### config.mk
export PLATFORM = sky130hd
export DESIGN_NAME = wkt_top
export DESIGN_NICKNAME = d
export VERILOG_FILES = /design/src/rtl/wkt_pkg.sv /design/src/rtl/wkt_calib.sv /design/src/rtl/wkt_msbase.sv /design/src/rtl/wkt_interval.sv /design/src/rtl/wkt_top.sv
export SDC_FILE = /design/constraint.sdc
export NUM_CORES = 1
export LEC_CHECK = 0
export BUFFER_PORTS_ARGS = -buffer_cell sky130_fd_sc_hd__buf_2
export CORE_MARGIN = 2
export CORE_UTILIZATION = 35
export CTS_CLUSTER_DIAMETER = 60
export DETAILED_ROUTE_END_ITERATION = 16
export GPL_TIMING_DRIVEN = 1
export PLACE_DENSITY = 0.55
export SLEW_MARGIN = 15
export SYNTH_ARGS = -nofsm -noshare
export SYNTH_HDL_FRONTEND = slang
export SYNTH_SLANG_ARGS = --single-unit
### constraint.sdc
create_clock -name clk -period 5.8 [get_ports clk]
set_input_delay 1.16 -clock clk [delete_from_list [all_inputs] [get_ports clk]]
set_output_delay 1.16 -clock clk [all_outputs]
set_load 0.01 [all_outputs]
### src/rtl/wkt_pkg.sv
package wkt_pkg;

   typedef enum logic [1:0] {
      CAL_IDLE  = 2'd0,
      CAL_WAIT  = 2'd1,
      CAL_ALIGN = 2'd2,
      CAL_MEAS  = 2'd3
   } cal_state_e;

endpackage

### src/rtl/wkt_calib.sv
module wkt_calib
   import wkt_pkg::*;
#(
   parameter int CYC_W     = 12,
   parameter int CAL_LOG2  = 2,
   parameter bit ROUND_CAL = 1'b1
) (
   input  logic             clk,
   input  logic             rst_n,
   input  logic             en,
   input  logic             start,
   input  logic             osc_ok,
   input  logic             ref_tick,
   output logic             osc_req,
   output logic             idle,
   output logic             cal_valid,
   output logic [CYC_W-1:0] cal_q
);

   localparam int SUM_W = CYC_W + CAL_LOG2 + 1;
   localparam int WIN   = 1 << CAL_LOG2;
   localparam logic [SUM_W-1:0]    SUM_MAX = {1'b0, {(SUM_W-1){1'b1}}};
   localparam logic [SUM_W-1:0]    CAL_MAX = {{(SUM_W-CYC_W){1'b0}}, {CYC_W{1'b1}}};
   localparam logic [SUM_W-1:0]    CAL_MIN = SUM_W'(2);
   localparam logic [CAL_LOG2-1:0] TK_LAST = CAL_LOG2'(WIN - 1);

   cal_state_e          st;
   logic [SUM_W-1:0]    sum;
   logic [SUM_W-1:0]    sum_inc;
   logic [SUM_W-1:0]    quo;
   logic [CAL_LOG2-1:0] tk;
   logic [CYC_W-1:0]    cal_new;

   // saturating cycle accumulator; top bit kept free for the rounding bias
   assign sum_inc = (sum == SUM_MAX) ? SUM_MAX : sum + 1'b1;

   if (ROUND_CAL) begin : g_round
      logic [SUM_W-1:0] biased;
      assign biased = sum_inc + SUM_W'(WIN / 2);
      assign quo    = biased >> CAL_LOG2;
   end else begin : g_trunc
      assign quo = sum_inc >> CAL_LOG2;
   end

   always_comb begin
      if (quo < CAL_MIN) begin
         cal_new = CYC_W'(2);
      end else if (quo > CAL_MAX) begin
         cal_new = {CYC_W{1'b1}};
      end else begin
         cal_new = quo[CYC_W-1:0];
      end
   end

   always_ff @(posedge clk) begin
      if (!rst_n) begin
         st        <= CAL_IDLE;
         sum       <= '0;
         tk        <= '0;
         cal_valid <= 1'b0;
         cal_q     <= CYC_W'(2);
      end else if (!en) begin
         st        <= CAL_IDLE;
         cal_valid <= 1'b0;
      end else begin
         unique case (st)
            CAL_IDLE: begin
               if (start) st <= CAL_WAIT;
            end
            CAL_WAIT: begin
               if (osc_ok) st <= CAL_ALIGN;
            end
            CAL_ALIGN: begin
               if (!osc_ok) begin
                  st <= CAL_WAIT;
               end else if (ref_tick) begin
                  st  <= CAL_MEAS;
                  sum <= '0;
                  tk  <= '0;
               end
            end
            CAL_MEAS: begin
               if (!osc_ok) begin
                  st <= CAL_WAIT;
               end else begin
                  sum <= sum_inc;
                  if (ref_tick) begin
                     if (tk == TK_LAST) begin
                        st        <= CAL_IDLE;
                        cal_q     <= cal_new;
                        cal_valid <= 1'b1;
                     end else begin
                        tk <= tk + 1'b1;
                     end
                  end
               end
            end
            default: st <= CAL_IDLE;
         endcase
      end
   end

   assign osc_req = (st != CAL_IDLE);
   assign idle    = (st == CAL_IDLE);

   // the request only drops after a stored result or a disable
   a_r2_req_until_done: assert property (@(posedge clk) disable iff (!rst_n)
      $fell(osc_req) |-> (cal_valid || !$past(en)));

   // a result is only stored while the oscillator reports ready
   a_r2_ready_before_store: assert property (@(posedge clk) disable iff (!rst_n)
      $rose(cal_valid) |-> $past(osc_ok));

endmodule

### src/rtl/wkt_msbase.sv
module wkt_msbase #(
   parameter int CYC_W    = 12,
   parameter int RECAL_MS = 30000
) (
   input  logic             clk,
   input  logic             rst_n,
   input  logic             en,
   input  logic             cal_valid,
   input  logic [CYC_W-1:0] cal_q,
   input  logic             start,
   output logic             ms_tick,
   output logic             recal_due
);

   logic [CYC_W-1:0] msc;
   logic             run;

   assign run     = en && cal_valid;
   assign ms_tick = run && (msc >= cal_q - 1'b1);

   always_ff @(posedge clk) begin
      if (!rst_n) begin
         msc <= '0;
      end else if (!run || ms_tick) begin
         msc <= '0;
      end else begin
         msc <= msc + 1'b1;
      end
   end

   if (RECAL_MS == 0) begin : g_norecal
      assign recal_due = 1'b0;
   end else begin : g_recal
      localparam int RC_W = $clog2(RECAL_MS + 2);
      localparam logic [RC_W-1:0] RC_LAST = RC_W'(RECAL_MS);
      logic [RC_W-1:0] rc;

      always_ff @(posedge clk) begin
         if (!rst_n) begin
            rc <= '0;
         end else if (!en || start) begin
            rc <= '0;
         end else if (ms_tick && (rc != RC_LAST)) begin
            rc <= rc + 1'b1;
         end
      end

      assign recal_due = (rc == RC_LAST);
   end

   // with a floor of two cycles per millisecond, ticks never touch
   a_r3_tick_gap: assert property (@(posedge clk) disable iff (!rst_n)
      ms_tick |=> !ms_tick);

endmodule

### src/rtl/wkt_interval.sv
module wkt_interval #(
   parameter int MANT_W = 8,
   parameter int EXP_W  = 5
) (
   input  logic              clk,
   input  logic              rst_n,
   input  logic              run,
   input  logic              ms_tick,
   input  logic [MANT_W-1:0] mant,
   input  logic [EXP_W-1:0]  expo,
   output logic              timeout
);

   localparam int IV_W = MANT_W + (1 << EXP_W) - 1;

   logic [IV_W-1:0] ivc;
   logic [IV_W-1:0] load;
   logic            silent;

   assign load   = IV_W'(mant) << expo;
   assign silent = (mant == '0);

   always_ff @(posedge clk) begin
      if (!rst_n) begin
         ivc <= '0;
      end else if (!run || silent) begin
         ivc <= load;
      end else if (ms_tick) begin
         ivc <= (ivc <= IV_W'(1)) ? load : ivc - 1'b1;
      end
   end

   always_ff @(posedge clk) begin
      if (!rst_n) begin
         timeout <= 1'b0;
      end else begin
         timeout <= run && ms_tick && !silent && (ivc == IV_W'(1));
      end
   end

   // single-cycle wake pulse
   a_r5_one_cycle: assert property (@(posedge clk) disable iff (!rst_n)
      timeout |=> !timeout);

   // a zero mantissa never produces a pulse
   a_r6_zero_quiet: assert property (@(posedge clk) disable iff (!rst_n)
      timeout |-> $past(mant != '0));

endmodule

### src/rtl/wkt_top.sv
module wkt_top #(
   parameter int MANT_W    = 8,
   parameter int EXP_W     = 5,
   parameter int CYC_W     = 12,
   parameter int CAL_LOG2  = 2,
   parameter int RECAL_MS  = 30000,
   parameter bit ROUND_CAL = 1'b1
) (
   input  logic              clk,
   input  logic              rst_n,
   input  logic              en,
   input  logic [MANT_W-1:0] period_mant,
   input  logic [EXP_W-1:0]  period_exp,
   input  logic              ref_tick,
   input  logic              osc_ok,
   output logic              osc_req,
   output logic              timeout
);

   if (MANT_W < 1 || EXP_W < 1 || EXP_W > 6) begin : g_bad_period
      $error("wkt_top: period field widths out of range");
   end
   if (CYC_W < 2 || CYC_W > 24) begin : g_bad_cyc
      $error("wkt_top: CYC_W must lie in 2..24");
   end
   if (CAL_LOG2 < 1 || CAL_LOG2 > 8) begin : g_bad_win
      $error("wkt_top: CAL_LOG2 must lie in 1..8");
   end
   if (RECAL_MS < 0) begin : g_bad_recal
      $error("wkt_top: RECAL_MS must not be negative");
   end

   logic             cal_idle;
   logic             cal_valid;
   logic [CYC_W-1:0] cal_q;
   logic             ms_tick;
   logic             recal_due;
   logic             cal_start;

   assign cal_start = en && cal_idle && (!cal_valid || recal_due);

   wkt_calib #(
      .CYC_W     (CYC_W),
      .CAL_LOG2  (CAL_LOG2),
      .ROUND_CAL (ROUND_CAL)
   ) u_calib (
      .clk       (clk),
      .rst_n     (rst_n),
      .en        (en),
      .start     (cal_start),
      .osc_ok    (osc_ok),
      .ref_tick  (ref_tick),
      .osc_req   (osc_req),
      .idle      (cal_idle),
      .cal_valid (cal_valid),
      .cal_q     (cal_q)
   );

   wkt_msbase #(
      .CYC_W    (CYC_W),
      .RECAL_MS (RECAL_MS)
   ) u_msbase (
      .clk       (clk),
      .rst_n     (rst_n),
      .en        (en),
      .cal_valid (cal_valid),
      .cal_q     (cal_q),
      .start     (cal_start),
      .ms_tick   (ms_tick),
      .recal_due (recal_due)
   );

   wkt_interval #(
      .MANT_W (MANT_W),
      .EXP_W  (EXP_W)
   ) u_interval (
      .clk     (clk),
      .rst_n   (rst_n),
      .run     (en && cal_valid),
      .ms_tick (ms_tick),
      .mant    (period_mant),
      .expo    (period_exp),
      .timeout (timeout)
   );

   // disabled means no request and no pulse
   a_r9_off_quiet: assert property (@(posedge clk) disable iff (!rst_n)
      !en |=> (!osc_req && !timeout));

endmodule

==> impl_metrics.json, run 1 <==
{
  "grt_use_total_pct": 17.3,
  "wl_per_cell_um": 15.0,
  "clock.fmax_mhz": 264,
  "synth.top_cell.area_share_pct": 29.4,
  "finalCoreUtilization_pct": 38.8,
  "grt_start_max_net_pins": 61,
  "floorplan.die_area_um2": 20400,
  "wire_length_of_the_first_global_routing_pass_mm": 29.4,
  "postCtsSetupRepairBufs": 0,
  "hpwlAfterDp_mm": 12.3,
  "cts-root-buf": "sky130_fd_sc_hd__clkbuf_16",
  "critical_path_end_type": "register",
  "clk_latency_ps": 360,
  "crit_type": "register to register",
  "postSynth.asyncResetShare_pct": 0,
  "rows": 50,
  "synth_flop_cell": "sky130_fd_sc_hd__dfxtp_1",
  "synth.cell_area_um2": 6740,
  "chipWidth_um": 143,
  "synth.largest_area_cell": "sky130_fd_sc_hd__dfxtp_1",
  "timing.final.crit_period_ps": 3790,
  "clk_pin_slew_worst_paths_ps": 70,
  "status": "complete, no violations",
  "detailedRoute.firstIterationViolations": 559,
  "tightest_slew_ps": 1150,
  "postLayoutSetupSlackWorst_ps": 2010,
  "postSynthNetCount": 939,
  "timing.setup.tns_ps": 0,
  "netlist-cell-type-count": 72,
  "areaGrowthSynthToFinish_pct": 8.43,
  "drive_gt1_share_pct": 7.64,
  "skew_ps": 13.2,
  "setup_violating_endpoint_count_in_the_final_report": 0,
  "via_count_of_the_first_global_routing_pass": 5920,
  "power-per-cell-area_nw_per_um2": 206,
  "drv_cap": 0,
  "post_synth_inst_count": 900,
  "grt_remaining_overflow": 0,
  "syn-mean-instance-area_um2": 7.49,
  "preCtsSetupSlack_ps": 2050,
  "worst_ep_arrival_time_ps": 4090,
  "hold_path_startpoint": "u_calib.sum[14]$_SDFFE_PN0P_",
  "start_kind": "register",
  "place.port_buffers": 19,
  "place_congestion": 0.847,
  "synth-seq-cells": 99,
  "final-hold-violation-count": 0,
  "peakVddDrop_mv": 0.148,
  "cts.path.max_buffers": 2,
  "finish.net_count": 924,
  "synth_top_area_cells": "sky130_fd_sc_hd__dfxtp_1, sky130_fd_sc_hd__nand2_1, sky130_fd_sc_hd__nor2_1, sky130_fd_sc_hd__o21ai_0, sky130_fd_sc_hd__a21oi_1",
  "dr.pass1.iters": 6,
  "ys_seq_area_share_pct": 29.4,
  "rsz_0062_raised_after_global_routing": "false",
  "rr_startpoint": "u_interval.ivc[17]$_SDFFE_PN0P_",
  "hold_crit_class": "register to register",
  "via_per_inst": 5.59,
  "grt_antenna_before_repair": 0,
  "antenna_cells": 0,
  "cts.sink_count": 99,
  "ctsHoldBuffers": 0,
  "chipHeight_um": 143,
  "total_leakage_power_nw": 2.61,
  "residual_drc": 0,
  "htree_levels": 3,
  "total_routed_wirelength_mm": 17.3,
  "n_fill_cell": 1964,
  "via_count": 6426,
  "ctsResizeCount": 0,
  "critPathLaunch": "u_interval.ivc[17]$_SDFFE_PN0P_",
  "floorplan.io_pins": 20,
  "synth_edf_count": 0,
  "effective_utilization_at_floorplan_pct": 35.8,
  "tightest_slew_margin_relative_to_the_limit_pct": 22.9,
  "tritoncts": "done",
  "share_of_the_clock_period_used_by_the_worst_path_after_layout_pct": 65.3,
  "cp.required_ps": 6100,
  "slew_violations": 0,
  "core_region_area_um2": 18800,
  "route.antenna.remaining_nets": 0,
  "cts-buffers-inserted": 9,
  "yosysWarningCount": 0,
  "crit_fanout": 43
}
[flip-flops by register name, summed over array words and instances, names as in the netlist]
| name | flops |
|---|---|
| u_calib.tk | 2 |
| u_interval.ivc | 39 |
| u_interval.timeout | 1 |
| u_calib.sum | 15 |
| u_calib.st | 2 |
| u_msbase.msc | 12 |
| u_calib.cal_q | 12 |
| u_msbase.g_recal.rc | 15 |
| u_calib.cal_valid | 1 |
[critical path, cell delays in order, from the launching register on]
cell                      delay [ps]
sky130_fd_sc_hd__dfxtp_1         360
sky130_fd_sc_hd__or4_1           560
sky130_fd_sc_hd__or2_1           270
sky130_fd_sc_hd__nor3_1          280
sky130_fd_sc_hd__nand3_2         290
sky130_fd_sc_hd__o31ai_4         770
sky130_fd_sc_hd__buf_4           510
sky130_fd_sc_hd__nand3_1         310
sky130_fd_sc_hd__o22ai_1         240
sky130_fd_sc_hd__a32o_1          140
[final timing paths]
| path | endpoint | slack, ps | cells past startpoint |
|---|---|---|---|
| worst max-delay path | u_interval.ivc[37]$_SDFFE_PN0P_ | 2010 | 9 |
| worst min-delay path | u_calib.sum[14]$_SDFFE_PN0P_ | 450 | 2 |
| worst max register to register | u_interval.ivc[37]$_SDFFE_PN0P_ | 2010 | 9 |
| worst min register to register | u_calib.sum[14]$_SDFFE_PN0P_ | 450 | 2 |
[cell usage after synthesis (all sizes together), types with 6 or more instances]
master and number:
and2 6, buf 13, mux2i 13, or3 15, nand2b 11, o211ai 7
nor3 34, a21boi 21, clkbuf 40, nor2b 9, o31ai 16, xnor2 20
nor4 18, or4 12, dfxtp 99, o21ai 69, a31oi 15, or2 9
and3 12, a22oi 7, nor2 90, o22ai 11, a21oi 59, o221a 7
nand2 92, a21o 8, nand3 44, a32o 6, xor2 15, ha 21
inv 24, nand4 12
[metal layers]
metal	part of all wire, %	up-vias	GRT usage (%)	wire length [um]
li1	-	3298	-	-
met1	51	2980	25.1	8840
met2	44	131	26.9	7640
met3	3.3	17	2.21	574
met4	1.4	0	5.05	234
met5	0	-	0	0
[report_power, final]
part / internal, mW / switching, mW
Clock: 0.360 / 0.266
Sequential: 0.688 / 0.00908
Combinational: 0.0606 / 0.125
Total: 1.11 / 0.400
[layout by cell type (no fill, tap or decap), types with 14 or more instances in the layout]
cell type and instances:
sky130_fd_sc_hd__dfxtp_1 99, sky130_fd_sc_hd__nand2_1 92, sky130_fd_sc_hd__nor2_1 90, sky130_fd_sc_hd__o21ai_0 66
sky130_fd_sc_hd__a21oi_1 59, sky130_fd_sc_hd__nand3_1 43, sky130_fd_sc_hd__nor3_1 34, sky130_fd_sc_hd__inv_1 24
sky130_fd_sc_hd__ha_1 21, sky130_fd_sc_hd__xnor2_1 19, sky130_fd_sc_hd__a21boi_0 19, sky130_fd_sc_hd__buf_2 19
sky130_fd_sc_hd__nor4_1 17, sky130_fd_sc_hd__xor2_1 15, sky130_fd_sc_hd__o31ai_1 15, sky130_fd_sc_hd__a31oi_1 15
sky130_fd_sc_hd__or3_1 14
[cell families after synthesis]
logic type / Yosys count / synth area share, %
simple gates: 381 / 28.3
compound gates: 269 / 26.3
flops: 99 / 29.4
buf+inv: 77 / 4.64
xor+xnor: 35 / 4.66
fa+ha+maj: 21 / 3.90
mux: 18 / 2.77
[final cells by class]
cell class	instances	area, um^2	area share, %
sequential	99	1980	27.1
tap	260	325	4.45
timing repair buffer	27	155	2.12
clock buffer	13	260	3.56
multi-input combinational	724	4450	60.9
inverter	24	90.1	1.23
clock inverter	3	46.3	0.633
[stage by stage]
step	cell area (um^2)	power, mW	cells	hold WS, ps
after floorplan	6740	0.843	900	423
after global placement	7000	0.896	1134	444
after detailed placement	7000	0.894	1134	440
after CTS	7310	1.52	1150	450
after global routing	7310	1.58	1150	487
final	7310	1.51	1150	452
Note: power is estimated with default switching activity, not from simulation.
==> inputs of run 2 (changes only) <==
--- a/config.mk
+++ b/config.mk
@@ -5,6 +5,7 @@
 export SDC_FILE = /design/constraint.sdc
 export NUM_CORES = 1
 export LEC_CHECK = 0
+export ABC_AREA = 1
 export BUFFER_PORTS_ARGS = -buffer_cell sky130_fd_sc_hd__buf_2
 export CORE_MARGIN = 2
 export CORE_UTILIZATION = 35
==> constraint.sdc (replaced) <==
create_clock -name clk -period 3.5 [get_ports clk]
set_input_delay 0.7 -clock clk [delete_from_list [all_inputs] [get_ports clk]]
set_output_delay 0.7 -clock clk [all_outputs]
set_load 0.01 [all_outputs]
==> impl_metrics.json, run 2 <==
{
  "status": "complete, no violations",
  "drive_gt1_share_pct": 9.34,
  "core_region_area_um2": 20300,
  "worstHoldPathCells": 1,
  "timing.reg2reg.worst_path_depth": 21,
  "grt_antenna_before_repair": 0,
  "residual_drc": 0,
  "power.switching_mw": 0.723,
  "total_leakage_power_nw": 3.51,
  "yosysWarningCount": 0,
  "clk_pin_slew_worst_paths_ps": 80,
  "cts-buffers-inserted": 9,
  "setup_slack_of_the_most_critical_reg_to_reg_path_ps": 310,
  "wl_per_cell_um": 13.1,
  "timing.rr.end": "u_interval.ivc[11]$_SDFFE_PN0P_",
  "switching_share_pct": 29.2,
  "via_count": 7147,
  "yosysMostFrequentCell": "sky130_fd_sc_hd__nand2_1",
  "hpwlAfterDp_mm": 14.1,
  "finish.net_count": 1212,
  "place_congestion": 0.853,
  "grt_remaining_overflow": 0,
  "cts-root-buf": "sky130_fd_sc_hd__clkbuf_16",
  "synth_flop_cell": "sky130_fd_sc_hd__dfxtp_1",
  "preCtsSetupSlack_ps": 115,
  "cts.sink_count": 99,
  "effective_utilization_at_floorplan_pct": 35.8,
  "postSynthNetCount": 1202,
  "total_routed_wirelength_mm": 19.0,
  "critical_path_end_type": "register",
  "syn-mean-instance-area_um2": 6.25,
  "rsz_0062_raised_after_global_routing": "false",
  "rows": 52,
  "setup_violating_endpoint_count_in_the_final_report": 0,
  "route.antenna.remaining_nets": 0,
  "route.layer.met1.wl_mm": 9.18,
  "crit_type": "register to register",
  "start_kind": "register",
  "combinationalPowerShare_pct": 13.9,
  "detailedRoute.firstIterationViolations": 423,
  "endpoint_of_the_most_critical_setup_path": "u_interval.ivc[11]$_SDFFE_PN0P_",
  "ys_seq_area_share_pct": 27.3,
  "drv_cap": 0,
  "clock.fmax_mhz": 314,
  "cp.required_ps": 3760,
  "topRoutingLayerUsed": "met4",
  "mostFrequentLayoutCell": "sky130_fd_sc_hd__nand2_1",
  "clockPowerShare_pct": 39.0,
  "synth.cells.most_frequent": "sky130_fd_sc_hd__nand2_1, sky130_fd_sc_hd__nor2_1, sky130_fd_sc_hd__inv_1",
  "largest_reg_flops": 39,
  "htree_levels": 3,
  "cell_internal_pwr_mw": 1.75,
  "dr_wl_met3_um": 684,
  "grt_start_max_net_pins": 60,
  "via_per_inst": 4.94,
  "antenna_cells": 0,
  "peakVddDrop_mv": 0.221,
  "chipHeight_um": 148,
  "n_fill_cell": 2208,
  "place.port_buffers": 19,
  "cts.path.max_buffers": 2,
  "postSynth.asyncResetShare_pct": 0,
  "wire_length_of_the_first_global_routing_pass_mm": 31.2,
  "tritoncts": "done",
  "slew_violations": 0,
  "synth.largest_area_cell": "sky130_fd_sc_hd__dfxtp_1",
  "largest-register": "u_interval.ivc",
  "worst_ep_arrival_time_ps": 3450,
  "top_regs": "u_interval.ivc: 39 flops, u_calib.sum: 15 flops, u_msbase.g_recal.rc: 15 flops",
  "critPathLaunch": "u_calib.cal_q[2]$_SDFFE_PN0P_",
  "via_count_of_the_first_global_routing_pass": 6293,
  "clk_latency_ps": 360,
  "share_seq_of_total_power_pct": 47.1,
  "tightest_slew_margin_relative_to_the_limit_pct": 55.3,
  "crit_fanout": 17,
  "grt_use_total_pct": 17.3,
  "synth_top_area_cells": "sky130_fd_sc_hd__dfxtp_1, sky130_fd_sc_hd__nand2_1, sky130_fd_sc_hd__nor2_1, sky130_fd_sc_hd__inv_1, sky130_fd_sc_hd__a21oi_1",
  "synth-seq-cells": 99,
  "dr.pass1.iters": 5,
  "hold_crit_class": "register to register",
  "rr_startpoint": "u_calib.cal_q[2]$_SDFFE_PN0P_",
  "share_of_the_clock_period_used_by_the_worst_path_after_layout_pct": 91.1,
  "chipWidth_um": 148,
  "postLayoutSetupSlackWorst_ps": 311,
  "synth_edf_count": 0,
  "synth.top_cell.area_share_pct": 27.3,
  "power-per-cell-area_nw_per_um2": 307,
  "synth.cell_area_um2": 7270,
  "final-hold-violation-count": 0,
  "routed-wl-met2_mm": 8.97,
  "skew_ps": 16.2,
  "layout.cells.most_common_list": "sky130_fd_sc_hd__nand2_1, sky130_fd_sc_hd__nor2_1, sky130_fd_sc_hd__inv_1",
  "floorplan.die_area_um2": 21900,
  "timing.final.crit_period_ps": 3190,
  "post_synth_inst_count": 1163,
  "timing.setup.tns_ps": 0,
  "areaGrowthSynthToFinish_pct": 10.7,
  "tightest_slew_ps": 670,
  "floorplan.io_pins": 20,
  "netlist-cell-type-count": 50,
  "ctsHoldBuffers": 0
}
==> run 2: changes by cell type in the layout (fill, tap and decap cells not counted), sizes merged, moves of 14 or more <==
cell	before	now
nand3	44	61
xor2	15	33
nand2	92	303
or3	15	1
a21oi	59	92
inv	24	129
nor2	90	159
nand4	12	27
o21ai	69	91
a21boi	21	0
==> run 2: cell families after synthesis <==
group                      after synthesis  share of synthesized area, %
xor gates and xnor gates                45                          5.42
muxes                                    2                         0.275
DFF                                     99                          27.3
buffers and inverters                  173                          9.38
adders and majority gates               21                          3.61
AOI/OAI and AO/OA                      223                          16.9
and+or+nand+nor                        600                          37.1
==> run 2: worst min path at each step <==
stage,start,to,slack [ps]
finish,u_msbase.msc[0]$_SDFF_PP0_,u_msbase.msc[0]$_SDFF_PP0_,470
global placement,u_msbase.msc[0]$_SDFF_PP0_,u_msbase.msc[0]$_SDFF_PP0_,450
global route,u_msbase.msc[0]$_SDFF_PP0_,u_msbase.msc[0]$_SDFF_PP0_,490
CTS,u_msbase.g_recal.rc[14]$_SDFFE_PP0P_,u_msbase.g_recal.rc[14]$_SDFFE_PP0P_,470
detailed placement,u_msbase.g_recal.rc[14]$_SDFFE_PP0P_,u_msbase.g_recal.rc[14]$_SDFFE_PP0P_,460
floorplan,u_msbase.msc[0]$_SDFF_PP0_,u_msbase.msc[0]$_SDFF_PP0_,430
==> run 2: final cells by class <==
type	instances	area, um^2	area share [%]
flip-flops and latches	99	1980	24.6
clock inverters	6	47.5	0.591
multi-input cells	891	4650	57.8
well taps	270	338	4.20
repair buffers	38	293	3.64
repair inverters	1	5.00	0.0622
inverters	133	504	6.26
clock buffers	10	229	2.84
==> run 2: what timing repair did <==
action	CTS	global route
setup endpoints to repair	0	47
setup buffers	0	5
resized for setup	0	10
==> run 2: worst max-delay path, cell delays in order (launching register included) <==
cell and delay (ps):
sky130_fd_sc_hd__dfxtp_1 340, sky130_fd_sc_hd__nor2_1 100, sky130_fd_sc_hd__nand2_1 80, sky130_fd_sc_hd__or3_4 360, sky130_fd_sc_hd__nor3_4 190, sky130_fd_sc_hd__nand2_2 100
sky130_fd_sc_hd__nor3_2 130, sky130_fd_sc_hd__xor2_1 160, sky130_fd_sc_hd__ha_1 250, sky130_fd_sc_hd__a21oi_1 140, sky130_fd_sc_hd__o21a_1 130, sky130_fd_sc_hd__nand2_1 40
sky130_fd_sc_hd__a31oi_1 130, sky130_fd_sc_hd__nand2_1 90, sky130_fd_sc_hd__inv_1 110, sky130_fd_sc_hd__nand2_1 120, sky130_fd_sc_hd__inv_2 130, sky130_fd_sc_hd__buf_12 120
sky130_fd_sc_hd__clkbuf_16 170, sky130_fd_sc_hd__a21oi_1 70, sky130_fd_sc_hd__nand2_1 70, sky130_fd_sc_hd__inv_1 30
==> run 2: power groups by stage <==
stage	combinational, mW	sequential [mW]	clock (mW)
floorplan	0.255	1.18	0
global placement	0.343	1.19	0
detailed placement	0.342	1.19	0
CTS	0.344	1.16	1.00
global route	0.390	1.17	1.04
finish	0.345	1.17	0.964
==> run 2: layer usage <==
layer,track usage [%],vias to the layer above
met4,3.29,0
li1,-,3834
met5,0,-
met2,29.6,90
met1,23.3,3213
met3,2.48,10
==> run 2: stage by stage <==
| step | instances | utilization (%) | hold slack (ps) | power [mW] | cell area, um^2 |
|---|---|---|---|---|---|
| 6_report | 1448 | 39.7 | 470 | 2.47 | 8050 |
| 4_1_cts | 1441 | 39.1 | 473 | 2.51 | 7930 |
| 2_1_floorplan | 1163 | - | 430 | 1.44 | 7270 |
| 5_1_grt | 1448 | 39.7 | 487 | 2.60 | 8050 |
| 3_5_place_dp | 1425 | 37.7 | 459 | 1.53 | 7660 |
| 3_3_place_gp | 1425 | 37.7 | 449 | 1.53 | 7660 |
